[config.mk]
export PLATFORM = sky130hd
export DESIGN_NAME = serial_rx_unit
export DESIGN_NICKNAME = d
export VERILOG_FILES = /design/src/rtl/serial_rx_pkg.sv /design/src/rtl/rx_bit_timer.sv /design/src/rtl/rx_char_decode.sv /design/src/rtl/serial_rx_unit.sv
export SDC_FILE = /design/constraint.sdc
export NUM_CORES = 1
export LEC_CHECK = 0
export ABC_AREA = 1
export CORE_ASPECT_RATIO = 2
export CORE_UTILIZATION = 33
export DETAILED_ROUTE_END_ITERATION = 6
export PLACE_DENSITY = 0.59
export RECOVER_POWER = 25
export SKIP_CTS_REPAIR_TIMING = 1
export SYNTH_ARGS = -nofsm -noshare
export SYNTH_HDL_FRONTEND = slang
export SYNTH_SLANG_ARGS = --single-unit
[constraint.sdc]
create_clock -name clk -period 1.55 [get_ports clk]
set_input_delay 0.31 -clock clk [delete_from_list [all_inputs] [get_ports clk]]
set_output_delay 0.31 -clock clk [all_outputs]
set_load 0.02 [all_outputs]
[src/rtl/serial_rx_pkg.sv]
package serial_rx_pkg;

    localparam int CHAR_MAX = 9;
    localparam int IDX_W    = $clog2(CHAR_MAX + 1);

    typedef enum logic [2:0] {
        ST_IDLE,
        ST_START,
        ST_DATA,
        ST_PARITY,
        ST_STOP1,
        ST_STOP2
    } rx_state_t;

    function automatic logic [IDX_W-1:0] char_bits(input logic [1:0] code);
        unique case (code)
            2'b00:   return IDX_W'(7);
            2'b01:   return IDX_W'(8);
            default: return IDX_W'(9);
        endcase
    endfunction

endpackage

[src/rtl/rx_bit_timer.sv]
module rx_bit_timer #(
    parameter int OVS = 16
) (
    input  logic clk,
    input  logic rst_n,
    input  logic tick,
    input  logic restart,
    output logic mid_hit,
    output logic end_hit
);
    localparam int CW   = $clog2(OVS);
    localparam int HALF = OVS / 2;

    logic [CW-1:0] cnt;

    assign mid_hit = tick && (cnt == CW'(HALF - 1));
    assign end_hit = tick && (cnt == CW'(OVS - 1));

    always_ff @(posedge clk or negedge rst_n) begin
        if (!rst_n)
            cnt <= '0;
        else if (restart)
            cnt <= '0;
        else if (tick)
            cnt <= (cnt == CW'(OVS - 1)) ? '0 : cnt + 1'b1;
    end
endmodule

[src/rtl/rx_char_decode.sv]
module rx_char_decode #(
    parameter int W  = 9,
    parameter int IW = 4
) (
    input  logic [W-1:0]  raw,
    input  logic [IW-1:0] nbits,
    input  logic          msb_first,
    input  logic          data_inv,
    input  logic          par_bit,
    input  logic          par_odd,
    output logic [W-1:0]  char_out,
    output logic          par_bad
);
    logic ones;

    always_comb begin
        char_out = '0;
        ones     = par_bit;
        for (int i = 0; i < W; i++) begin
            if (i < int'(nbits)) begin
                ones = ones ^ raw[i];
                if (msb_first)
                    char_out[i] = raw[int'(nbits) - 1 - i] ^ data_inv;
                else
                    char_out[i] = raw[i] ^ data_inv;
            end
        end
        par_bad = ones ^ par_odd;
    end
endmodule

[src/rtl/serial_rx_unit.sv]
module serial_rx_unit
    import serial_rx_pkg::*;
#(
    parameter int OVS = 16
) (
    input  logic                clk,
    input  logic                rst_n,
    input  logic                tick,
    input  logic                rx_pin,
    input  logic                rx_enable,
    input  logic [1:0]          cfg_len,
    input  logic                cfg_par_en,
    input  logic                cfg_par_odd,
    input  logic                cfg_two_stop,
    input  logic                cfg_msb_first,
    input  logic                cfg_data_inv,
    input  logic                cfg_pin_inv,
    input  logic                rd_strobe,
    output logic [CHAR_MAX-1:0] rx_data,
    output logic                rx_full,
    output logic                rx_irq,
    output logic                err_overrun,
    output logic                err_frame,
    output logic                err_parity,
    output logic                err_sum,
    output logic                rts_n
);
    rx_state_t state, nxt;

    logic                line;
    logic                restart, mid_hit, end_hit;
    logic [CHAR_MAX-1:0] raw;
    logic [IDX_W-1:0]    idx, nbits;
    logic                last_data;
    logic                par_bit, stop_bad, ovr_pend;
    logic                busy, buf_load, pre_last, frame_bad;
    logic [CHAR_MAX-1:0] char_w;
    logic                par_bad;

    assign line      = rx_pin ^ cfg_pin_inv;
    assign nbits     = char_bits(cfg_len);
    assign last_data = (idx == nbits - 1'b1);
    assign busy      = (state != ST_IDLE);
    assign restart   = (state == ST_IDLE) || (state == ST_START && mid_hit);

    rx_bit_timer #(.OVS(OVS)) u_timer (
        .clk     (clk),
        .rst_n   (rst_n),
        .tick    (tick),
        .restart (restart),
        .mid_hit (mid_hit),
        .end_hit (end_hit)
    );

    rx_char_decode #(.W(CHAR_MAX), .IW(IDX_W)) u_decode (
        .raw       (raw),
        .nbits     (nbits),
        .msb_first (cfg_msb_first),
        .data_inv  (cfg_data_inv),
        .par_bit   (par_bit),
        .par_odd   (cfg_par_odd),
        .char_out  (char_w),
        .par_bad   (par_bad)
    );

    // state register
    always_ff @(posedge clk or negedge rst_n) begin
        if (!rst_n)
            state <= ST_IDLE;
        else
            state <= nxt;
    end

    // transitions
    always_comb begin
        nxt = state;
        if (!rx_enable) begin
            nxt = ST_IDLE;
        end else begin
            unique case (state)
                ST_IDLE:   if (tick && !line) nxt = ST_START;
                ST_START:  if (mid_hit) nxt = line ? ST_IDLE : ST_DATA;
                ST_DATA:   if (end_hit && last_data)
                               nxt = cfg_par_en ? ST_PARITY : ST_STOP1;
                ST_PARITY: if (end_hit) nxt = ST_STOP1;
                ST_STOP1:  if (end_hit) nxt = cfg_two_stop ? ST_STOP2 : ST_IDLE;
                ST_STOP2:  if (end_hit) nxt = ST_IDLE;
                default:   nxt = ST_IDLE;
            endcase
        end
    end

    assign buf_load = rx_enable && end_hit &&
                      ((state == ST_STOP1 && !cfg_two_stop) || state == ST_STOP2);

    assign pre_last = rx_enable && end_hit &&
                      ((state == ST_STOP1 && cfg_two_stop) ||
                       (!cfg_two_stop && (state == ST_PARITY ||
                        (state == ST_DATA && last_data && !cfg_par_en))));

    assign frame_bad = ((state == ST_STOP2) ? stop_bad : 1'b0) | !line;

    // shift path
    always_ff @(posedge clk or negedge rst_n) begin
        if (!rst_n) begin
            raw      <= '0;
            idx      <= '0;
            par_bit  <= 1'b0;
            stop_bad <= 1'b0;
            ovr_pend <= 1'b0;
        end else begin
            if (state == ST_START && mid_hit) begin
                idx      <= '0;
                stop_bad <= 1'b0;
                ovr_pend <= 1'b0;
            end
            if (state == ST_DATA && end_hit) begin
                raw[idx] <= line;
                idx      <= idx + 1'b1;
            end
            if (state == ST_PARITY && end_hit)
                par_bit <= line;
            if (state == ST_STOP1 && end_hit)
                stop_bad <= !line;
            if (pre_last)
                ovr_pend <= rx_full;
        end
    end

    // outputs
    always_ff @(posedge clk or negedge rst_n) begin
        if (!rst_n) begin
            rx_data     <= '0;
            rx_full     <= 1'b0;
            rx_irq      <= 1'b0;
            err_overrun <= 1'b0;
            err_frame   <= 1'b0;
            err_parity  <= 1'b0;
        end else begin
            rx_irq <= 1'b0;
            if (buf_load) begin
                rx_data     <= char_w;
                rx_full     <= 1'b1;
                rx_irq      <= !ovr_pend;
                err_overrun <= ovr_pend;
                err_frame   <= frame_bad;
                err_parity  <= cfg_par_en && par_bad;
            end else if (rd_strobe) begin
                rx_full <= 1'b0;
            end
            if (!rx_enable) begin
                err_overrun <= 1'b0;
                err_frame   <= 1'b0;
                err_parity  <= 1'b0;
            end
        end
    end

    assign err_sum = err_overrun | err_frame | err_parity;
    assign rts_n   = !(rx_enable && !rx_full);

endmodule

## After elaboration in Yosys (flattened, before gate mapping)

Cells that the tools add are included.

| word-level totals | value |
|---|---|
| bits in registers | 37 |
| bits in latches | 0 |
| memory bits (writable) | 0 |
| ROM bits | 0 |
| input port bits | 14 |
| output and inout bits | 16 |
| memories kept | 0 |

| operators by class | value |
|---|---|
| add/sub/neg operators | 12 |
| multipliers | 0 |
| divide/modulo/power cells | 0 |
| $lt $le $gt $ge | 20 |
| eq/ne operators | 16 |
| shift operators | 0 |
| muxes and demuxes | 87 |
| bitwise logic cells | 32 |
| reduce and logical (&&, ||, !) cells | 37 |

Operators by type and width:

| cell | number |
|---|---|
| 32-bit by 6-bit < comparator with 1-bit output (second input constant) | 9 |
| 32-bit by 4-bit subtractor with 32-bit output (second input constant) | 4 |
| 32-bit by 3-bit subtractor with 32-bit output (second input constant) | 2 |
| 1-bit two-way mux | 59 |
| 1-bit binary-select mux with 4-bit select | 9 |
| 32-bit by 2-bit subtractor with 32-bit output (second input constant) | 1 |
| 32-bit by 5-bit subtractor with 32-bit output (second input constant) | 1 |
| 1-bit XOR | 29 |
| 3-bit two-way mux | 9 |
| 4-bit two-way mux | 5 |
| 1-bit logical AND | 19 |
| 3-bit one-hot mux with 6 select lines | 1 |
| 3-bit by 4-bit < comparator with 1-bit output (first input constant) | 4 |
| 3-bit != test (second input constant) | 5 |
| 2-bit nonzero test | 5 |
| 9-bit bitwise mux | 1 |
| 4-bit by 1-bit adder with 4-bit output (second input constant) | 2 |
| 1-bit by 4-bit < comparator with 1-bit output (first input constant) | 2 |
| 2-bit by 4-bit < comparator with 1-bit output (first input constant) | 2 |
| 4-bit one-hot mux with 2 select lines | 1 |
| 3-bit by 2-bit == test with 1-bit output (second input constant) | 2 |
| 3-bit == test (second input constant) | 2 |
| 1-bit logical NOT | 6 |
| 6-bit AND reduction | 1 |
| 18 further kinds | 23 |

## Longest topological paths before layout

| depth | value |
|---|---|
| depth after elaboration | 24 |
| depth in mapped cells | 14 |

## Hierarchy

Synthesis repeated with hierarchy kept, for this count alone.

| second synthesis, totals | value |
|---|---|
| cell total of the unflattened synthesis | 509 |
| area, all modules | 3,363.2 µm² |

By module, submodules not included:

| module | instances | cells each | area each (µm²) | seq. area each (µm²) |
|---|---|---|---|---|
| serial_rx_unit | 1 | 196 | 1,704.1 | 825.8 |
| rx_char_decode | 1 | 285 | 1,440.1 | 0.0 |
| rx_bit_timer | 1 | 28 | 219.0 | 100.1 |

## Worst setup path after synthesis

No wires, ideal clock.

| path | value |
|---|---|
| path type | input port to flip-flop |
| start | input cfg_len[0] |
| end | register rx_data[8] |
| data arrival time | 1.625 ns |
| data required time | 1.429 ns |
| slack | -0.196 ns |
| stages on the path | 12 |
| cell sequence | nor2_1 inv_1 ha_1 clkbuf_1 inv_1 nand3_1 nand2_1 nand2_1 nand2_1 nand2_1 a21oi_1 o21ai_2 |

| on the way | value |
|---|---|
| longest elaborated chain between the ends | 10 |

Ends and longest elaborated chain:

| element | line | source |
|---|---|---|
| from (decl) | serial_rx_unit.sv:11 | `input logic [1:0] cfg_len,` |
| 2-bit by 1-bit == test with 1-bit output / 2-bit logical NOT (equally long branches) | serial_rx_pkg.sv:16 | `unique case (code)` |
| 4-bit one-hot mux with 2 select lines (*) | serial_rx_pkg.sv:16 |  |
| 4-bit by 1-bit subtractor with 5-bit output | rx_char_decode.sv:23 | `char_out[i] = raw[int'(nbits) - 1 - i] ^ data_inv;` |
| 32-bit by 5-bit subtractor with 32-bit output | rx_char_decode.sv:23 |  |
| 1-bit binary-select mux with 4-bit select | rx_char_decode.sv:23 |  |
| 1-bit two-way mux (implied by the code) (2 in a row) | rx_char_decode.sv:23 |  |
| 1-bit XOR | rx_char_decode.sv:23 |  |
| 1-bit two-way mux | rx_char_decode.sv:22 | `if (msb_first)` |
| 1-bit two-way mux (*) | rx_char_decode.sv:20 | `if (i < int'(nbits)) begin` |
| to (signal assigned) | serial_rx_unit.sv:142 | `rx_data <= char_w;` |
| to (decl) | serial_rx_unit.sv:19 | `output logic [CHAR_MAX-1:0] rx_data,` |

Every way passes the cells marked *; elsewhere a longest branch is shown, timed or not. The select of a mux whose other input is x is not followed.
A chain may end at the register's enable or synchronous reset.

## Final worst setup path

| path | value |
|---|---|
| start | register u_timer.cnt[0] |
| end | register state[2] |

| on the way | value |
|---|---|
| longest elaborated chain between the ends | 5 |

Ends and longest elaborated chain:

| element | line | source |
|---|---|---|
| from (decl) | rx_bit_timer.sv:14 | `logic [CW-1:0] cnt;` |
| from (signal assigned) | rx_bit_timer.sv:25 | `cnt <= (cnt == CW'(OVS - 1)) ? '0 : cnt + 1'b1;` |
| 4-bit == test | rx_bit_timer.sv:17 | `assign end_hit = tick && (cnt == CW'(OVS - 1));` |
| 1-bit logical AND | rx_bit_timer.sv:17 |  |
| 1-bit logical AND | serial_rx_unit.sv:83 | `ST_DATA: if (end_hit && last_data)` |
| 3-bit != test (no line) | -- |  |
| 6-bit AND reduction (no line) (*) | -- |  |
| to (signal assigned) | serial_rx_unit.sv:71 | `state <= nxt;` |
| to (decl) | serial_rx_unit.sv:28 | `rx_state_t state, nxt;` |

Every way passes the cells marked *; elsewhere a longest branch is shown, timed or not.

==> flow_metrics.py <==
metrics = {
    "pwr": {
        "power_density_nw_per_um2": 789,
        "irDropWorstVdd_uv": 657,
        "p_leak_nw": 2.05,
    },
    "die": {
        "die_h_um": 126,
        "coreArea_um2": 7320,
        "start_util_pct": 34.4,
        "ios": 30,
        "die_w_um": 63.8,
        "die_area_um2": 8010,
        "num_rows": 44,
    },
    "yosys": {
        "synth_nets": 385,
        "ys_top_cells_by_area": "dfrtp_1 37%, nand2_1 17%, nand3_1 8.7%",
        "synth_seq_cells": 37,
        "synth_top_flop_cell": "dfrtp_1",
        "async_flop_share_pct": 100,
        "synth_area_per_cell_um2": 6.92,
        "synth_top_area_share_pct": 36.8,
        "synth_top_area_cell": "dfrtp_1",
        "seq_area_frac_synth_pct": 36.8,
        "yosysUniqueCellTypes": 37,
        "yosysMostFrequentCell": "nand2_1",
        "synth_common_cells": "114 x nand2_1, 44 x nand3_1, 41 x inv_1",
        "synth_edf_count": 0,
        "synth_warnings": 0,
        "synth_cells": 364,
        "synth.cell_area_um2": 2520,
    },
    "sta": {
        "relSlewSlack_pct": 41.5,
        "slew_viol_final": 0,
        "period_needed_ps": 1670,
        "skew_ps": 7.04,
        "setup_viol": 24,
        "grt_setup_unrepaired": "true",
        "fmaxAchievable_mhz": 598,
        "whs_ps": 445,
        "tns_ps": -1330,
        "layout_setup_ws_ps": -121,
        "hold_viol_final": 0,
        "worstMarginPinSlew_ps": 878,
        "post-route-period-util_pct": 108,
    },
    "global_routing": {
        "grt_max_degree": 38,
        "overflow": 0,
        "grt_pass1_wl_mm": 12.0,
        "grt_usage_pct": 19.4,
        "grt_pass1_vias": 2810,
        "antenna_found_initial": 0,
    },
    "placement": {
        "port_buffers": 29,
        "dp_hpwl_mm": 5.60,
        "pre_cts_ws_ps": -746,
        "place.gp.congestion": 0.884,
    },
    "clock_tree": {
        "clkSlewWorstSetupHoldPaths_ps": 60,
        "ctsRootBufferMaster": "clkbuf_16",
        "clock_latency_ps": 290,
        "cts_tree": "done",
        "clock_sinks": 37,
        "clockBufferDepth": 2,
        "htree_levels": 2,
        "cts_buffers": 5,
    },
    "outcome": {
        "violations": "setup timing",
        "outcome": "complete, but fails checks",
    },
    "setup_path": {
        "path_max_fanout": 4,
        "timing.reg2reg.setup_slack_ps": -120,
        "regToRegEndpoint": "state[2]",
        "r2r_cells": 11,
        "crit_required_ps": 1730,
        "critPathArrivalTime_ps": 1850,
        "timing.rr.start": "u_timer.cnt[0]",
        "critPathCaptureType": "flop",
        "start_kind": "flop",
        "crit_end": "state[2]",
        "worstSetupPathType": "flop to flop",
        "critical_path.startpoint": "u_timer.cnt[0]",
    },
    "layout": {
        "areaGrowthSynthToFinish_pct": 47.8,
        "final_layout_size_suffix_gt1_share_pct": 25.9,
        "antenna_cells": 0,
        "utilization_pct": 50.9,
        "nets": 465,
        "n_fill_cell": 699,
    },
    "detailed_routing": {
        "firstDrtPassIters": 6,
        "drc": 0,
        "detail_route.iter0.violations": 93,
        "wire_per_inst_um": 13.5,
        "finalWirelength_mm": 7.25,
        "viasPerCell": 5.04,
        "final_antenna_net_count": 0,
        "vias": 2701,
    },
    "flow_run": {
        "drv_cap": 0,
    },
    "hold_path": {
        "min_path_type": "flop to flop",
    },
}
metrics by stage:
stage	cells	total power, mW	cell area, µm²
3_5_place_dp	521	1.73	3250
5_1_grt	536	3.08	3720
6_report	536	2.94	3720
2_1_floorplan	364	1.43	2550
3_3_place_gp	521	1.72	3250
4_1_cts	528	2.88	3410
placed cells by master, fill, tap and decap left out, types with 2 or more instances in the layout:
cell type          n
buf_6              6
o21ai_1           12
nor2_4             5
nor3_1             2
buf_4             38
o21ai_0           12
buf_8              2
o21ai_2            4
dfrtp_1           37
nor2_1            17
clkdlybuf4s50_1   10
nand2_2           14
ha_1               4
a21oi_1           12
a31oi_1            4
clkbuf_16          5
xnor2_1            2
clkinvlp_4         2
xor2_1             9
nand2_1          100
or2_2              2
ha_4               3
o22ai_1            2
nand3b_1           2
nand4_1            5
buf_12             2
inv_2              2
nand2_4            2
nand3_2            7
nor2_2             9
dlymetal6s2s_1    16
buf_2              2
inv_4              2
inv_1             39
nand3_1           37
worst min path at each step:
stage              from  cells past startpoint  slack (ps)        endpoint
3_5_place_dp      rst_n                      2         300  u_timer.cnt[2]
2_1_floorplan     rst_n                      0          10       err_frame
4_1_cts           rst_n                      2          -8  u_timer.cnt[2]
6_report       ovr_pend                      1         450          rx_irq
3_3_place_gp      rst_n                      2         290  u_timer.cnt[3]
5_1_grt        ovr_pend                      1         470          rx_irq
report_power, final:
part,switching [mW],internal [mW]
registers,0.0512,1.00
logic,0.421,0.310
clock network,0.404,0.747
kinds of logic (layout without fill, tap and decap cells):
group	Yosys count	count (layout)	synth area share [%]
compound gates	53	53	11.9
xor+xnor	11	11	3.83
fa+ha+maj	7	7	3.48
buf+inv	50	130	8.00
flops	37	37	36.8
mux	1	1	0.397
simple gates	205	205	35.7
registers in the layout, indices dropped and copies added, names as in the netlist, 3 cells and up:
register	cells
u_timer.cnt	4
state	3
raw	9
idx	4
rx_data	9
worst max-delay path, stage by stage (launching register included):
cell	delay, ps
dfrtp_1	400
ha_4	180
nand3_4	80
nor2_4	170
buf_6	170
inv_4	40
o21ai_2	50
o21ai_1	80
a21oi_2	140
nand2_2	100
nand3_1	80
nand2_1	50
cell type report:
class                      instances  area (µm²)  area share [%]
clock buffer                       5         125            3.36
clock inverter                     2        35.0           0.941
inverter                          45         183            4.91
multi-input combinational        277        1590            42.7
sequential                        37         926            24.9
tap                               92         115            3.09
timing repair buffer              77         743            20.0
timing repair inverter             1        7.51           0.202
layer usage:
metal / routed length [µm] / part of all wire [%] / up-vias / track usage, %
met4: 378 / 5.2 / 0 / 11.5
met2: 4210 / 58 / 62 / 38.8
met3: 185 / 2.6 / 30 / 3.19
li1: - / - / 1340 / -
met1: 2480 / 34 / 1269 / 16.9
met5: 0 / 0 / - / 0
Power figures use the tool's default switching activity.
